===== src/rtl/irq_ctrl_pkg.sv =====
package irq_ctrl_pkg;

  localparam int unsigned ID_W        = 10;
  localparam int unsigned SPURIOUS_ID = 1023;

  typedef enum logic [2:0] {
    OP_ENABLE = 3'd0,
    OP_PRIO   = 3'd1,
    OP_MODE   = 3'd2,
    OP_RAISE  = 3'd3,
    OP_ACK    = 3'd4,
    OP_EOI    = 3'd5
  } irq_op_e;

  // bit 1: in service, bit 0: waiting
  typedef enum logic [1:0] {
    IS_IDLE = 2'b00,
    IS_PEND = 2'b01,
    IS_ACT  = 2'b10,
    IS_BOTH = 2'b11
  } irq_state_e;

endpackage


===== src/rtl/irq_cell.sv =====
module irq_cell
  import irq_ctrl_pkg::*;
#(
  parameter int unsigned PRIO_W   = 8,
  parameter bit          HAS_LINE = 1'b1
) (
  input  logic              clk,
  input  logic              rst_n,
  input  logic              en_we,
  input  logic              prio_we,
  input  logic              mode_we,
  input  logic [PRIO_W-1:0] cfg_data,
  input  logic              sgi_set,
  input  logic              ack_hit,
  input  logic              eoi_hit,
  input  logic              line_in,
  output logic              cand,
  output logic              act,
  output logic [PRIO_W-1:0] prio
);

  irq_state_e        st_q, st_d;
  logic              en_q, en_d;
  logic              edge_q, edge_d;
  logic [PRIO_W-1:0] prio_q, prio_d;
  logic              line_q;
  logic              set_evt, clr_evt;
  logic              nx_pend, nx_act;

  // trigger qualification
  always_comb begin
    set_evt = 1'b0;
    clr_evt = 1'b0;
    if (en_q && sgi_set) set_evt = 1'b1;
    if (HAS_LINE) begin
      if (edge_q) begin
        if (en_q && line_in && !line_q) set_evt = 1'b1;
      end else begin
        if (en_q && line_in) set_evt = 1'b1;
        if (!line_in)        clr_evt = 1'b1;
      end
    end
  end

  // next state: service transitions first, then trigger effects
  always_comb begin
    nx_pend = st_q[0];
    nx_act  = st_q[1];
    if (ack_hit && nx_pend) begin
      nx_pend = 1'b0;
      nx_act  = 1'b1;
    end
    if (eoi_hit && nx_act) nx_act = 1'b0;
    if (set_evt) nx_pend = 1'b1;
    if (clr_evt) nx_pend = 1'b0;
    st_d = irq_state_e'({nx_act, nx_pend});
  end

  always_comb begin
    en_d   = en_we   ? cfg_data[0] : en_q;
    edge_d = mode_we ? cfg_data[0] : edge_q;
    prio_d = prio_we ? cfg_data    : prio_q;
  end

  always_ff @(posedge clk or negedge rst_n) begin
    if (!rst_n) begin
      st_q   <= IS_IDLE;
      en_q   <= 1'b0;
      edge_q <= 1'b0;
      prio_q <= '1;
      line_q <= 1'b0;
    end else begin
      st_q   <= st_d;
      en_q   <= en_d;
      edge_q <= edge_d;
      prio_q <= prio_d;
      line_q <= line_in;
    end
  end

  assign cand = en_q && st_q[0];
  assign act  = st_q[1];
  assign prio = prio_q;

endmodule


===== src/rtl/irq_min_pick.sv =====
module irq_min_pick #(
  parameter int unsigned N      = 64,
  parameter int unsigned PRIO_W = 8,
  localparam int unsigned IDX_W = (N > 1) ? $clog2(N) : 1
) (
  input  logic [N-1:0]             sel,
  input  logic [N-1:0][PRIO_W-1:0] prio,
  output logic                     found,
  output logic [IDX_W-1:0]         idx,
  output logic [PRIO_W-1:0]        best
);

  // ascending scan with strict compare keeps the lowest index on ties
  always_comb begin
    found = 1'b0;
    idx   = '0;
    best  = '1;
    for (int i = 0; i < int'(N); i++) begin
      if (sel[i] && (!found || prio[i] < best)) begin
        found = 1'b1;
        idx   = IDX_W'(i);
        best  = prio[i];
      end
    end
  end

endmodule


===== src/rtl/irq_ctrl.sv =====
module irq_ctrl
  import irq_ctrl_pkg::*;
#(
  parameter int unsigned NUM_SGI = 16,
  parameter int unsigned NUM_PPI = 16,
  parameter int unsigned NUM_SPI = 32,
  parameter int unsigned PRIO_W  = 8,
  localparam int unsigned NUM_ID  = NUM_SGI + NUM_PPI + NUM_SPI,
  localparam int unsigned NUM_HW  = NUM_PPI + NUM_SPI,
  localparam int unsigned IDX_W   = $clog2(NUM_ID)
) (
  input  logic              clk,
  input  logic              rst_n,
  input  logic [NUM_HW-1:0] hw_lines,
  input  logic              cmd_valid,
  input  logic [2:0]        cmd_op,
  input  logic [ID_W-1:0]   cmd_id,
  input  logic [PRIO_W-1:0] cmd_data,
  output logic              ack_valid,
  output logic [ID_W-1:0]   ack_id,
  output logic              irq
);

  logic [NUM_ID-1:0]             cand_vec;
  logic [NUM_ID-1:0]             act_vec;
  logic [NUM_ID-1:0][PRIO_W-1:0] prio_vec;

  logic              id_ok;
  logic              do_en, do_prio, do_mode, do_raise, do_ack, do_eoi;
  logic              win_found, run_found;
  logic [IDX_W-1:0]  win_idx, run_idx;
  logic [PRIO_W-1:0] win_prio, run_prio;
  logic              ack_valid_q, ack_valid_d;
  logic [ID_W-1:0]   ack_id_q, ack_id_d;

  assign id_ok    = cmd_id < ID_W'(NUM_ID);
  assign do_en    = cmd_valid && id_ok && (cmd_op == OP_ENABLE);
  assign do_prio  = cmd_valid && id_ok && (cmd_op == OP_PRIO);
  assign do_mode  = cmd_valid && id_ok && (cmd_op == OP_MODE);
  assign do_raise = cmd_valid && (cmd_id < ID_W'(NUM_SGI)) && (cmd_op == OP_RAISE);
  assign do_ack   = cmd_valid && (cmd_op == OP_ACK);
  assign do_eoi   = cmd_valid && id_ok && (cmd_op == OP_EOI);

  for (genvar g = 0; g < int'(NUM_ID); g++) begin : g_cell
    logic sel_id;
    logic line_w;
    assign sel_id = (cmd_id == ID_W'(g));
    if (g < int'(NUM_SGI)) begin : g_sw
      assign line_w = 1'b0;
    end else begin : g_hw
      assign line_w = hw_lines[g - int'(NUM_SGI)];
    end
    irq_cell #(
      .PRIO_W   (PRIO_W),
      .HAS_LINE (g >= int'(NUM_SGI))
    ) u_cell (
      .clk      (clk),
      .rst_n    (rst_n),
      .en_we    (do_en   && sel_id),
      .prio_we  (do_prio && sel_id),
      .mode_we  (do_mode && sel_id),
      .cfg_data (cmd_data),
      .sgi_set  (do_raise && sel_id),
      .ack_hit  (do_ack && win_found && (win_idx == IDX_W'(g))),
      .eoi_hit  (do_eoi && sel_id),
      .line_in  (line_w),
      .cand     (cand_vec[g]),
      .act      (act_vec[g]),
      .prio     (prio_vec[g])
    );
  end

  irq_min_pick #(.N(NUM_ID), .PRIO_W(PRIO_W)) u_pick_pend (
    .sel   (cand_vec),
    .prio  (prio_vec),
    .found (win_found),
    .idx   (win_idx),
    .best  (win_prio)
  );

  irq_min_pick #(.N(NUM_ID), .PRIO_W(PRIO_W)) u_pick_run (
    .sel   (act_vec),
    .prio  (prio_vec),
    .found (run_found),
    .idx   (run_idx),
    .best  (run_prio)
  );

  always_comb begin
    ack_valid_d = do_ack;
    ack_id_d    = ack_id_q;
    if (do_ack) ack_id_d = win_found ? ID_W'(win_idx) : ID_W'(SPURIOUS_ID);
  end

  always_ff @(posedge clk or negedge rst_n) begin
    if (!rst_n) begin
      ack_valid_q <= 1'b0;
      ack_id_q    <= ID_W'(SPURIOUS_ID);
    end else begin
      ack_valid_q <= ack_valid_d;
      ack_id_q    <= ack_id_d;
    end
  end

  assign ack_valid = ack_valid_q;
  assign ack_id    = ack_id_q;
  assign irq       = win_found && (!run_found || (win_prio < run_prio));

endmodule


===== config.mk =====
export PLATFORM = sky130hd
export DESIGN_NAME = irq_ctrl
export DESIGN_NICKNAME = d
export VERILOG_FILES = /design/src/rtl/irq_ctrl_pkg.sv /design/src/rtl/irq_cell.sv /design/src/rtl/irq_min_pick.sv /design/src/rtl/irq_ctrl.sv
export SDC_FILE = /design/constraint.sdc
export NUM_CORES = 2
export LEC_CHECK = 0
export CAP_MARGIN = 10
export CORE_UTILIZATION = 60
export CTS_BUF_LIST = sky130_fd_sc_hd__clkbuf_8
export CTS_CLUSTER_DIAMETER = 80
export DETAILED_ROUTE_END_ITERATION = 16
export GPL_ROUTABILITY_DRIVEN = 0
export PLACE_DENSITY = 0.8
export SLEW_MARGIN = 20
export SYNTH_ARGS = -nofsm -noshare
export SYNTH_HDL_FRONTEND = slang
export SYNTH_SLANG_ARGS = --single-unit

===== constraint.sdc =====
create_clock -name clk -period 139.1 [get_ports clk]
set_input_delay 13.91 -clock clk [delete_from_list [all_inputs] [get_ports clk]]
set_output_delay 13.91 -clock clk [all_outputs]
set_load 0.01 [all_outputs]

==> results.cfg <==
[timing]
finalHoldViolations = 0
period_share_pct = 96.95
timing.slew.headroom_pct = 12.70
worst_clock_skew_ns = 0.05876
timing_max_transition_violations_final = 0
clock.fmax_mhz = 7.415
worstMarginPinSlew_ns = 1.306
worst_hold_slack_ns = 0.5170
finalCriticalPeriod_ns = 134.86
setup_viol_count_final = 0

[routing]
drt-wirelength-per-cell_um = 23.39
initialDrtViolationCount = 9104
routed_wirelength_um = 267000
firstDrtPassIters = 9
vias_per_cell = 6.789
ant_nets_after_route = 0
detail_route.drc_violations = 0
routed-via-count = 77487

[floorplan]
floorplan.die_area_mm2 = 0.1277
placementRows = 130
design.portCount = 84
die_y_um = 357.4
die_width_um = 357.4
initial_utilization_pct = 60.43
coreArea_mm2 = 0.1254

[finish]
flow.area_growth_from_synthesis_pct = 16.26
filler_cell_count = 9226
area_taken_by_flip_flops_and_latches_mm2 = 0.02087
multi_input_comb_area_mm2 = 0.05317
num-nets-final = 10474
post_route_cell_area_mm2 = 0.08811
layout-drive-gt1-share_pct = 27.99

[yosys]
synth_top_area_share_pct = 17.99
synth_edf_count = 0
synth-warning-count = 0
synthesis.area_mm2 = 0.07578
synthDominantAreaCellType = sky130_fd_sc_hd__dfstp_2
async_reset_ff_share_pct = 100.0
yosysMostFrequentCell = sky130_fd_sc_hd__nand2_1
synth_cells = 8959
post_synth_most_frequent_cells = 950 x sky130_fd_sc_hd__nand2_1, 800 x sky130_fd_sc_hd__nor2_1, 767 x sky130_fd_sc_hd__ha_1
synthesis.nets = 9798
syn_area_per_cell_um2 = 8.459
flip_flop_cell_with_the_highest_count_after_synthesis = sky130_fd_sc_hd__dfstp_2
netlist_top_cells_area = sky130_fd_sc_hd__dfstp_2 18%, sky130_fd_sc_hd__ha_1 13%, sky130_fd_sc_hd__mux2_2 10%
yosys_reg_bits = 808
synth.distinct_cells = 143
post_synthesis_sequential_area_ratio_pct = 27.54

[placement]
port_buffers = 83
dpl-instance-area_mm2 = 0.08232
hpwl_um = 193700

[setup_path]
critPathMaxFanout = 13
setup.worst_path.end_class = output pin
r2r_start = g_cell[0].u_cell.st_q[0]
worst_setup_path_start_kind = flip-flop
worst_setup_path_startpoint = g_cell[0].u_cell.st_q[0]
path_common_cell = sky130_fd_sc_hd__ha_1
rrSetupSlack_ns = 18.77
cp.required_ns = 125.19
critPathMaxStageDelay_ns = 0.53
setup.worst_path.class = flip-flop to output pin
timing.critical_path.slowest_stage_cell = sky130_fd_sc_hd__or4b_4
arrival_ns = 120.95

[power]
power_uw = 510.4
power.static_leakage_nw = 41.49
power_density_mw_per_mm2 = 5.793
power.ir.vdd_worst_v = 0.000009715

[min_path]
hold_class = flip-flop to flip-flop
hold_start = g_cell[11].u_cell.st_q[0]

[clocking]
cts_htree_levels = 4
cts.clk_slew.worst_paths_ns = 0.07
clock-sinks = 808
clk-insertion-delay-late_ns = 0.92
tritoncts_buffers = 144
cts_root_buf = sky130_fd_sc_hd__clkbuf_8
clock_tree.buffer_depth = 3
tritoncts = yes

[job]
maxCapViolations = 0

[global_route]
grt_pass1_vias = 73447
wire_length_of_the_first_global_routing_pass_um = 403200
globalRouteTotalUtil_pct = 39.62
grt_remaining_overflow = 0
grt_antenna_before_repair = 12
grt_max_degree = 157

[outcome]
status = finished clean
## cell families (layout without fill, tap and decap cells)
logic type	count (synthesis)	in the layout	share of synthesized area [%]
and+or+nand+nor	2830	2835	17.51
AOI/OAI and AO/OA	2693	2704	23.85
buffers and inverters	922	1703	4.852
muxes	878	878	12.82
DFF	808	808	27.54
adders and majority gates	796	796	13.05
xor gates and xnor gates	32	32	0.3797
other	0	7	0
## cell type report
| type | instances | share of cell area, % |
|---|---|---|
| tap | 1650 | 2.343 |
| clock buffer | 178 | 2.780 |
| inverter | 616 | 2.624 |
| multi-input combinational | 7245 | 60.35 |
| clock inverter | 89 | 0.8748 |
| sequential | 808 | 23.69 |
| timing repair buffer | 820 | 7.320 |
| antenna | 7 | 0.01988 |
## placed cells by master (no fill, tap or decap), types with 42 or more instances in the layout
cell,netlist,final
sky130_fd_sc_hd__dfrtp_1,289,287
sky130_fd_sc_hd__nand2_1,950,932
sky130_fd_sc_hd__nor2_1,800,773
sky130_fd_sc_hd__o2111ai_1,47,44
sky130_fd_sc_hd__and4_1,61,61
sky130_fd_sc_hd__a31oi_1,76,68
sky130_fd_sc_hd__a21oi_1,617,537
sky130_fd_sc_hd__nand4_1,109,109
sky130_fd_sc_hd__a211oi_1,89,82
sky130_fd_sc_hd__a21o_1,259,258
sky130_fd_sc_hd__o21a_1,120,119
sky130_fd_sc_hd__o211ai_1,90,90
sky130_fd_sc_hd__o21ai_1,87,132
sky130_fd_sc_hd__or3_1,50,46
sky130_fd_sc_hd__and2_1,79,74
sky130_fd_sc_hd__ha_1,767,763
sky130_fd_sc_hd__and3_1,63,56
sky130_fd_sc_hd__mux2i_1,163,146
sky130_fd_sc_hd__a21oi_2,6,76
sky130_fd_sc_hd__inv_1,614,643
sky130_fd_sc_hd__nand3_1,176,167
sky130_fd_sc_hd__nor3_1,159,147
sky130_fd_sc_hd__clkbuf_8,0,178
sky130_fd_sc_hd__nand2b_1,99,94
sky130_fd_sc_hd__clkdlybuf4s50_1,0,73
sky130_fd_sc_hd__or2_2,70,69
sky130_fd_sc_hd__dfstp_2,519,519
sky130_fd_sc_hd__nor2b_1,109,104
sky130_fd_sc_hd__mux2_2,697,696
sky130_fd_sc_hd__o21ai_0,608,521
sky130_fd_sc_hd__o22a_1,62,62
sky130_fd_sc_hd__a21boi_0,52,49
sky130_fd_sc_hd__o21ai_2,6,42
sky130_fd_sc_hd__buf_4,29,728
## power by group
group | internal [mW] | leakage [nW] | switching (mW)
Clock | 0.140 | 1.78 | 0.115
Combinational | 0.00372 | 30.4 | 0.0142
Sequential | 0.237 | 9.29 | 0.000725
Total | 0.380 | 41.5 | 0.130
## registers in the layout (all words and copies together), names as in the netlist
register,cells
g_cell.u_cell.edge_q,48
g_cell.u_cell.en_q,64
g_cell.u_cell.st_q,128
ack_id,7
g_cell.u_cell.line_q,48
g_cell.u_cell.prio,512
ack_valid,1
## what timing repair did
action                     CTS  global route
gates cloned                 0            18
pin swaps                    2            99
setup buffers                6            73
hold buffers                 0             0
setup endpoints to repair    1             1
resized for setup           10           471
## layer usage
layer	global-route usage (%)	routed length, um	up-vias
li1	-	-	34394
met1	51.30	102500	37047
met2	60.60	115600	4884
met3	10.29	33160	1150
met4	20.95	15690	12
met5	0	71	-
## final timing paths
check,cells past startpoint,to
max,685,irq
min,2,g_cell[11].u_cell.st_q[0]
max reg2reg,670,g_cell[25].u_cell.st_q[0]
min reg2reg,2,g_cell[11].u_cell.st_q[0]
max in group asynchronous,5,g_cell[26].u_cell.st_q[1]
min in group asynchronous,1,g_cell[53].u_cell.en_q
## worst max-delay path: cells and delay by family (launching register included)
kind                     cells  cell delay [ns]
buffers and inverters       68             9.38
flip-flops                   1             0.47
multiplexers                20             5.23
AO/OA/AOI/OAI              311            55.39
adder cells (fa/ha/maj)     63            17.12
AND/OR/NAND/NOR            223            32.26
## stage by stage
step	worst slack [ns]	setup TNS [ns]	util [%]	instances
4_1_cts	0.01242	0	68.26	11314
2_1_floorplan	0.4266	0	-	8959
6_report	4.245	0	70.26	11413
5_1_grt	-1.929	-1.929	70.25	11407
3_5_place_dp	0.5117	0	65.64	11041
3_3_place_gp	3.274	0	65.64	11041
Note: power is estimated with default switching activity, not from simulation.
